[config.mk]
export PLATFORM = sky130hd
export DESIGN_NAME = acc_alu
export DESIGN_NICKNAME = d
export VERILOG_FILES = /design/src/rtl/acc_alu.sv
export SDC_FILE = /design/constraint.sdc
export NUM_CORES = 1
export LEC_CHECK = 0
export ABC_AREA = 1
export BUFFER_PORTS_ARGS = -buffer_cell sky130_fd_sc_hd__buf_2
export CORE_UTILIZATION = 54
export DETAILED_ROUTE_END_ITERATION = 6
export PLACE_DENSITY = 0.77
export SKIP_LAST_GASP = 1
export SYNTH_ARGS = -nofsm -noshare
export SYNTH_HDL_FRONTEND = slang
export SYNTH_SLANG_ARGS = --single-unit
[constraint.sdc]
create_clock -name clk -period 3.55 [get_ports clk]
set_input_delay 0.1775 -clock clk [delete_from_list [all_inputs] [get_ports clk]]
set_output_delay 0.1775 -clock clk [all_outputs]
set_load 0.03 [all_outputs]
[src/rtl/acc_alu.sv]
module acc_alu #(
  parameter int DW = 8
) (
  input  logic          clk,
  input  logic          rst_n,
  input  logic [3:0]    op_sel,
  input  logic [DW-1:0] operand,
  input  logic          start,
  output logic [DW-1:0] acc,
  output logic          flag_c,
  output logic          flag_ac,
  output logic          flag_z,
  output logic          flag_s,
  output logic          flag_p
);
  localparam logic [3:0] OP_ADD = 4'd0,  OP_ADC = 4'd1,  OP_SUB = 4'd2,  OP_SBB = 4'd3;
  localparam logic [3:0] OP_AND = 4'd4,  OP_OR  = 4'd5,  OP_XOR = 4'd6,  OP_CMP = 4'd7;
  localparam logic [3:0] OP_RL  = 4'd8,  OP_RR  = 4'd9,  OP_RLC = 4'd10, OP_RRC = 4'd11;
  localparam logic [3:0] OP_DAA = 4'd12;
  localparam int MSB = DW - 1;

  logic [DW-1:0] acc_q;
  logic c_q, ac_q, z_q, s_q, p_q;

  logic          is_sub, use_cin, cin;
  logic [DW-1:0] b_eff;
  logic [DW:0]   sum;
  logic          nib_carry;

  assign is_sub  = (op_sel == OP_SUB) || (op_sel == OP_SBB) || (op_sel == OP_CMP);
  assign use_cin = (op_sel == OP_ADC) || (op_sel == OP_SBB);
  assign b_eff   = is_sub ? ~operand : operand;
  assign cin     = is_sub ? ~(use_cin & c_q) : (use_cin & c_q);
  assign sum     = {1'b0, acc_q} + {1'b0, b_eff} + {{DW{1'b0}}, cin};
  assign nib_carry = acc_q[4] ^ b_eff[4] ^ sum[4];

  logic          lo_fix, hi_fix;
  logic [DW:0]   adj1, adj2;
  logic [3:0]    hi_nib;

  assign lo_fix = (acc_q[3] & (acc_q[2] | acc_q[1])) | ac_q;
  assign adj1   = {1'b0, acc_q} + (lo_fix ? 9'h006 : 9'h000);
  assign hi_nib = adj1[7:4];
  assign hi_fix = (hi_nib[3] & (hi_nib[2] | hi_nib[1])) | c_q | adj1[DW];
  assign adj2   = {1'b0, adj1[DW-1:0]} + (hi_fix ? 9'h060 : 9'h000);

  logic [DW-1:0] res;
  logic          nc, nac, upd_zsp, wr_acc, act;

  always_comb begin
    res     = acc_q;
    nc      = c_q;
    nac     = ac_q;
    upd_zsp = 1'b0;
    wr_acc  = 1'b0;
    act     = 1'b1;
    case (op_sel)
      OP_ADD, OP_ADC, OP_SUB, OP_SBB, OP_CMP: begin
        res     = sum[DW-1:0];
        nc      = sum[DW] ^ is_sub;
        nac     = nib_carry ^ is_sub;
        upd_zsp = 1'b1;
        wr_acc  = (op_sel != OP_CMP);
      end
      OP_AND, OP_OR, OP_XOR: begin
        res     = (op_sel == OP_AND) ? (acc_q & operand) :
                  (op_sel == OP_OR)  ? (acc_q | operand) : (acc_q ^ operand);
        nc      = 1'b0;
        nac     = 1'b0;
        upd_zsp = 1'b1;
        wr_acc  = 1'b1;
      end
      OP_RL: begin
        res    = {acc_q[MSB-1:0], acc_q[MSB]};
        nc     = acc_q[MSB];
        wr_acc = 1'b1;
      end
      OP_RR: begin
        res    = {acc_q[0], acc_q[MSB:1]};
        nc     = acc_q[0];
        wr_acc = 1'b1;
      end
      OP_RLC: begin
        res    = {acc_q[MSB-1:0], c_q};
        nc     = acc_q[MSB];
        wr_acc = 1'b1;
      end
      OP_RRC: begin
        res    = {c_q, acc_q[MSB:1]};
        nc     = acc_q[0];
        wr_acc = 1'b1;
      end
      OP_DAA: begin
        res     = adj2[DW-1:0];
        nc      = c_q | adj1[DW] | adj2[DW];
        nac     = lo_fix & (acc_q[3:0] >= 4'd10);
        upd_zsp = 1'b1;
        wr_acc  = 1'b1;
      end
      default: act = 1'b0;
    endcase
  end

  always_ff @(posedge clk) begin
    if (!rst_n) begin
      acc_q <= '0;
      c_q   <= 1'b0;
      ac_q  <= 1'b0;
      z_q   <= 1'b0;
      s_q   <= 1'b0;
      p_q   <= 1'b0;
    end else if (start && act) begin
      if (wr_acc) acc_q <= res;
      c_q  <= nc;
      ac_q <= nac;
      if (upd_zsp) begin
        z_q <= (res == '0);
        s_q <= res[MSB];
        p_q <= ~^res;
      end
    end
  end

  assign acc     = acc_q;
  assign flag_c  = c_q;
  assign flag_ac = ac_q;
  assign flag_z  = z_q;
  assign flag_s  = s_q;
  assign flag_p  = p_q;

  a_r2_idle_holds: assert property (@(posedge clk) disable iff (!rst_n)
    !start |=> $stable(acc) && $stable({flag_c, flag_ac, flag_z, flag_s, flag_p}));

  a_r5_cmp_keeps_acc: assert property (@(posedge clk) disable iff (!rst_n)
    (start && op_sel == OP_CMP) |=> $stable(acc));

  a_r6_logic_clears_carries: assert property (@(posedge clk) disable iff (!rst_n)
    (start && (op_sel == OP_AND || op_sel == OP_OR || op_sel == OP_XOR)) |=> !flag_c && !flag_ac);

  a_r7_rotate_keeps_zsp: assert property (@(posedge clk) disable iff (!rst_n)
    (start && op_sel >= OP_RL && op_sel <= OP_RRC) |=> $stable({flag_ac, flag_z, flag_s, flag_p}));

  a_r7_rl_wraps: assert property (@(posedge clk) disable iff (!rst_n)
    (start && op_sel == OP_RL) |=> acc == {$past(acc[MSB-1:0]), $past(acc[MSB])} && flag_c == $past(acc[MSB]));

  a_r9_daa_keeps_carry: assert property (@(posedge clk) disable iff (!rst_n)
    (start && op_sel == OP_DAA && flag_c) |=> flag_c);

  a_r10_zsp_track_acc: assert property (@(posedge clk) disable iff (!rst_n)
    (start && (op_sel <= OP_XOR || op_sel == OP_DAA)) |=>
      flag_z == (acc == '0) && flag_s == acc[MSB] && flag_p == ~^acc);
endmodule

### After elaboration in Yosys (flattened, before gate mapping)

Index checks and enable logic that the tools add are counted.

* register bits after elaboration: 13
* bits of input ports: 15
* output and inout port bits: 13
* logic and storage cells: 76

* add/sub/neg operators: 4
* order comparisons: 1
* equal/unequal tests: 13
* mux-type cells: 12
* bitwise gates (word level): 20
* reduce and logical (&&, ||, !) cells: 20

Operators by type and width (number)
* case mux 8 bit (7 select lines): 1
* 2-to-1 mux 8 bit: 3
* == test 4 bit, second input constant: 5
* == test 4 x 3 -> 1 bit, second input constant: 4
* OR reduction 13 bit: 1
* adder 8 x 3 -> 9 bit: 1
* adder 8 x 7 -> 9 bit: 1
* adder 8 x 8 -> 9 bit: 1
* adder 9 x 1 -> 9 bit: 1
* OR reduction 9 bit: 1
* bitwise AND 8 bit: 1
* == test 4 x 2 -> 1 bit, second input constant: 2
* zero test 8 bit: 1
* NOT 8 bit: 1
* OR 8 bit: 1
* AND reduction 2 bit: 4
* OR reduction 8 bit: 1
* XNOR reduction 8 bit: 1
* XOR 8 bit: 1
* 2-to-1 mux 7 bit: 1
* OR 1 bit: 7
* case mux 1 bit (5 select lines): 1
* nonzero test 5 bit: 1
* OR reduction 5 bit: 1
* other kinds (16): 27

### Longest topological paths before layout

* word-level depth: 13
* gate-level depth with buffers: 24
* mapped depth without buffers: 24

### Least setup slack after synthesis

OpenSTA, ideal clock, no wires.

* path type: register to register
* from: reg acc_q[2] (netlist: acc[2])
* to: reg p_q (netlist: flag_p)
* library setup time: 128 ps
* arrival: 4045 ps
* required time: 3422 ps
* setup slack: -623 ps
* cell stages (with the launch flop): 25
* path buffers: 0
* clock period less this slack: 4173 ps
* cell sequence: dfxtp_1 > inv_1 > a21oi_1 > nor2_1 > inv_1 > ha_1 > inv_1 > fa_1 > nor2_1 > nand2_1 > nand2_1 > nand2_1 > o21ai_0 > nand2_1 > ha_1 > fa_1 > o21ai_0 > o211ai_1 > a21oi_1 > nand2_1 > nand2_2 > ha_1 > xnor2_1 > xnor2_1 > a21oi_1

* cells in the longest elaborated chain, start to end: 13
* elaborated cells between the ends (all ways): 20
* classes of those cells: add/sub (4); mux (5); bitwise (10); reduce/logical (1)

RTL lines
* start: declaration: line 22 `logic [DW-1:0] acc_q;`
* start signal: assignment: line 113 `if (wr_acc) acc_q <= res;`
* OR 1 bit: line 41 `assign lo_fix = (acc_q[3] & (acc_q[2] | acc_q[1])) | ac_q;`
* bitwise AND 1 bit: line 41
* OR 1 bit: line 41
* 2-to-1 mux 3 bit: line 42 `assign adj1 = {1'b0, acc_q} + (lo_fix ? 9'h006 : 9'h000);`
* adder 8 x 3 -> 9 bit: line 42
* OR 1 bit: line 44 `assign hi_fix = (hi_nib[3] & (hi_nib[2] | hi_nib[1])) | c_q | adj1[DW];`
* bitwise AND 1 bit: line 44
* OR 1 bit (2 in series): line 44
* 2-to-1 mux 7 bit: line 45 `assign adj2 = {1'b0, adj1[DW-1:0]} + (hi_fix ? 9'h060 : 9'h000);`
* adder 8 x 7 -> 9 bit: line 45
* case mux 8 bit (7 select lines) (*): line 57 `case (op_sel)`
* XNOR reduction 8 bit (*): line 119 `p_q <= ~^res;`
* end signal: assignment: line 119
* end: declaration: line 23 `logic c_q, ac_q, z_q, s_q, p_q;`

Every way passes the cells marked *; elsewhere a longest branch is shown, timed or not.
A chain may end at the register's enable or synchronous reset.

### Worst setup path after layout

* from: reg acc_q[1] (netlist: acc[1])
* to: reg p_q (netlist: flag_p)

The elaborated chain is that of the path after synthesis.

==> impl_metrics.csv <==
group,metric,value,unit
outcome,outcome,"finished, violations left",
outcome,failed_checks,"negative setup slack",
power_and_ir_drop,power_per_cell_area,292.7,mW/mm^2
critical_path,crit_chain,"inv_2 > a21oi_4 > nor2_2 > inv_2 > ha_4 > inv_2 > fa_2 > nor2_4 > nand2_2 > nand2_2 > nand2_2 > o21ai_1 > nand2_1 > ha_2 > fa_1 > o21ai_1 > o211ai_1 > a21oi_1 > nand2_1 > nand2_2 > ha_4 > xnor2_2 > xnor2_1 > a21oi_1",
clock_tree,cts_buffer_depth,2,
critical_path,cp_top_family,"adder cells",
detailed_routing,avgViaCountPerCell,5.507,
clock_tree,cts_made_buffers,3,
final_layout,drive_gt1_share,22.93,%
global_route,met3_usage,4.899,%
synthesis,synth.distinct_cells,36,
floorplanning,rows,23,
detailed_routing,routed_wl,6.647,mm
synthesis,async_flop_share,0,%
floorplanning,core,0.004029,mm^2
synthesis,synthTopCellsByArea,"ha_1, nand2_1, dfxtp_1",
synthesis,synth_edf_count,0,
detailed_routing,wire_per_inst,14.45,um
critical_path,slowest_stage,"fa_1",
detailed_routing,drc_errors,0,
synthesis,synthTopCellsByCount,"nand2_1, inv_1, nand3_1, ha_1, nor2_1",
timing,max-slew-margin-rel,55.55,%
global_route,grt_max_degree,17,
critical_path,path_common_cell,"nand2_2",
critical_path,r2r-start,"acc[1]",
synthesis,yosysMostFrequentCell,"nand2_1",
timing,finalCritPeriodShare,102.2,%
synthesis,synth-main-ff-cell,"dfxtp_1",
detailed_routing,first_iter_violations,189,
clock_tree,clk_latency,0.25,ns
critical_path,cp.required,3.68,ns
timing,tightest_slew,0.6667,ns
synthesis,syn_avg_cell_area,6.229,um^2
detailed_routing,firstDrtPassIters,7,
clock_tree,h-tree-depth,1,
power_and_ir_drop,p_leak,1.483,nW
critical_path,cp-end-kind,"flip-flop",
critical_path,r2r_setup_slack,-0.08,ns
power_and_ir_drop,vdd_ir_drop_max,189.2,uV
global_route,grt_usage,31.37,%
critical_path,reg2reg_depth,24,
final_layout,antenna_cells,0,
timing,fmax,275.6,MHz
floorplanning,die_height,67.15,um
final_layout,fin_nets,461,
power_and_ir_drop,fin_total_pwr,0.0007913,W
run,maxCapViolations,0,
global_route,grt_overflow,0,
global_route,grt_pass1_wl,10.65,mm
synthesis,netlist.area_leader.share,16.92,%
floorplanning,start_util,56.89,%
critical_path,cp-start-kind,"flip-flop",
floorplanning,die_w,67.15,um
placed_design,io_buffers,27,
synthesis,synth-seq-cells,13,
final_layout,register_area,271.5,um^2
synthesis,syn_inst,368,
timing,layout_setup_ws,-0.07898,ns
clock_tree,cts-root-buf,"clkbuf_8",
timing,rsz0062_at_grt,"true",
synthesis,synth_warnings,0,
critical_path,cp.arrival,3.76,ns
synthesis,syn_area,0.002292,mm^2
global_route,top_usage_layer,"met2",
critical_path,crit_fanout,3,
worst_hold_path,min_path_type,"primary input to flip-flop",
clock_tree,tritoncts,"yes",
worst_hold_path,holdPathStages,3,
final_layout,multiInputGateArea,0.001842,mm^2
final_layout,final_util,67.11,%
clock_tree,clock_sinks,13,
clock_tree,path_clk_slew,0.05,ns
global_route,first_global_vias,2308,
placed_design,gp_congestion,0.9231,
detailed_routing,antenna_left,0,
timing,period_minus_slack,3.629,ns
timing,setup_violations,1,
critical_path,r2r_end,"flag_p",
final_layout,synthToLayoutAreaGrowth,17.96,%
synthesis,syn_nets,418,
global_route,antenna_found_initial,0,
synthesis,ys_seq_area_share,11.35,%
global_route,grt_util_met2,54.50,%
floorplanning,ios,28,
worst_hold_path,holdCritStartpoint,"rst_n",
critical_path,crit_buf_inv,3,
global_route,use_met1,39.88,%
synthesis,synth_largest_area_cell,"ha_1",
detailed_routing,vias,2533,
critical_path,critical-path-max-stage-delay,0.43,ns
timing,final_max_slew_viol_count,0,
placed_design,dpl.hpwl,5.336,mm
critical_path,path_class,"flip-flop to flip-flop",
timing,hold_viol_final,0,
worst_hold_path,hold_end,"acc[2]",
floorplanning,dieArea,0.004509,mm^2
final_layout,fill_cells,401,
timing,clock-skew-final,0.001658,ns
where the power goes:
part	total (W)	internal [W]	leakage (nW)	switching, W
Clock	0.000136	0.0000796	0.0228	0.0000563
Sequential	0.000181	0.000160	0.109	0.0000202
Combinational	0.000475	0.000189	1.35	0.000286
repair_timing:
action	in CTS	in global routing
pin swaps	2	12
gates resized for setup	0	6
hold buffers	0	0
buffers inserted	0	1
setup endpoints to repair	1	2
worst max path at each step:
stage	startpoint	end	depth (start not counted)
floorplan	acc[2]	flag_p	24
global placement	acc[2]	flag_p	24
detailed placement	acc[2]	flag_p	24
CTS	acc[2]	flag_p	24
global route	acc[1]	flag_p	24
finish	acc[1]	flag_p	24
registers in the layout, summed over array words and instances (netlist names):
name     flops
flag_ac      1
flag_z       1
acc          8
flag_s       1
flag_c       1
flag_p       1
layout make-up:
| cell class | count | area share (%) |
|---|---|---|
| repair buffers | 44 | 9.718 |
| well taps | 50 | 2.314 |
| inverters | 58 | 8.144 |
| clock buffers | 4 | 1.666 |
| multi-input cells | 291 | 68.12 |
| flip-flops and latches | 13 | 10.04 |
cells by family after synthesis:
kind of cell | Yosys count | synth area share (%)
flops | 13 | 11.35
fa+ha+maj | 35 | 20.41
simple gates | 180 | 35.64
buf+inv | 64 | 11.41
xor+xnor | 12 | 4.585
compound gates | 64 | 16.59
per-stage QoR:
stage	setup slack, ns	cells	hold WS, ns	TNS [ns]	cell area (um^2)
2_1_floorplan	-0.08110	368	0.3099	-0.08110	2347
4_1_cts	-0.1126	459	0.2592	-0.1126	2671
6_report	-0.07898	460	0.2573	-0.07898	2704
3_3_place_gp	-0.007853	455	0.4827	-0.007853	2626
3_5_place_dp	-0.1184	455	0.4798	-0.1184	2626
5_1_grt	-0.3758	460	0.2875	-0.5710	2704
per-layer routing:
metal / wire length, um / part of all wire, %
met3: 318 / 4.8
met1: 2967 / 45
met5: 0 / 0
met4: 185 / 2.8
met2: 3176 / 48
worst reg2reg max path, cell delays in order, from the launching register on:
cell      delay, ns
dfxtp_4        0.34
inv_2          0.05
a21oi_4        0.15
nor2_2         0.06
inv_2          0.07
ha_4           0.13
inv_2          0.04
fa_2           0.41
nor2_4         0.14
nand2_2        0.07
nand2_2        0.06
nand2_2        0.06
o21ai_1        0.07
nand2_1        0.09
ha_2           0.21
fa_1           0.44
o21ai_1        0.15
o211ai_1       0.10
a21oi_1        0.13
nand2_1        0.08
nand2_2        0.09
ha_4           0.20
xnor2_2        0.13
xnor2_1        0.15
a21oi_1        0.08
cells in the final DEF, fill, tap and decap left out, drive strengths merged, types with 4 or more instances in the layout:
master	count
a21oi	22
ha	31
dfxtp	13
nor3	4
fa	4
clkbuf	4
nor2	29
nand4	8
nand3	34
xor2	10
o21ai	30
or2	4
inv	58
o211ai	5
buf	44
nand2	97
No activity file was read; power rests on OpenSTA's default activity.
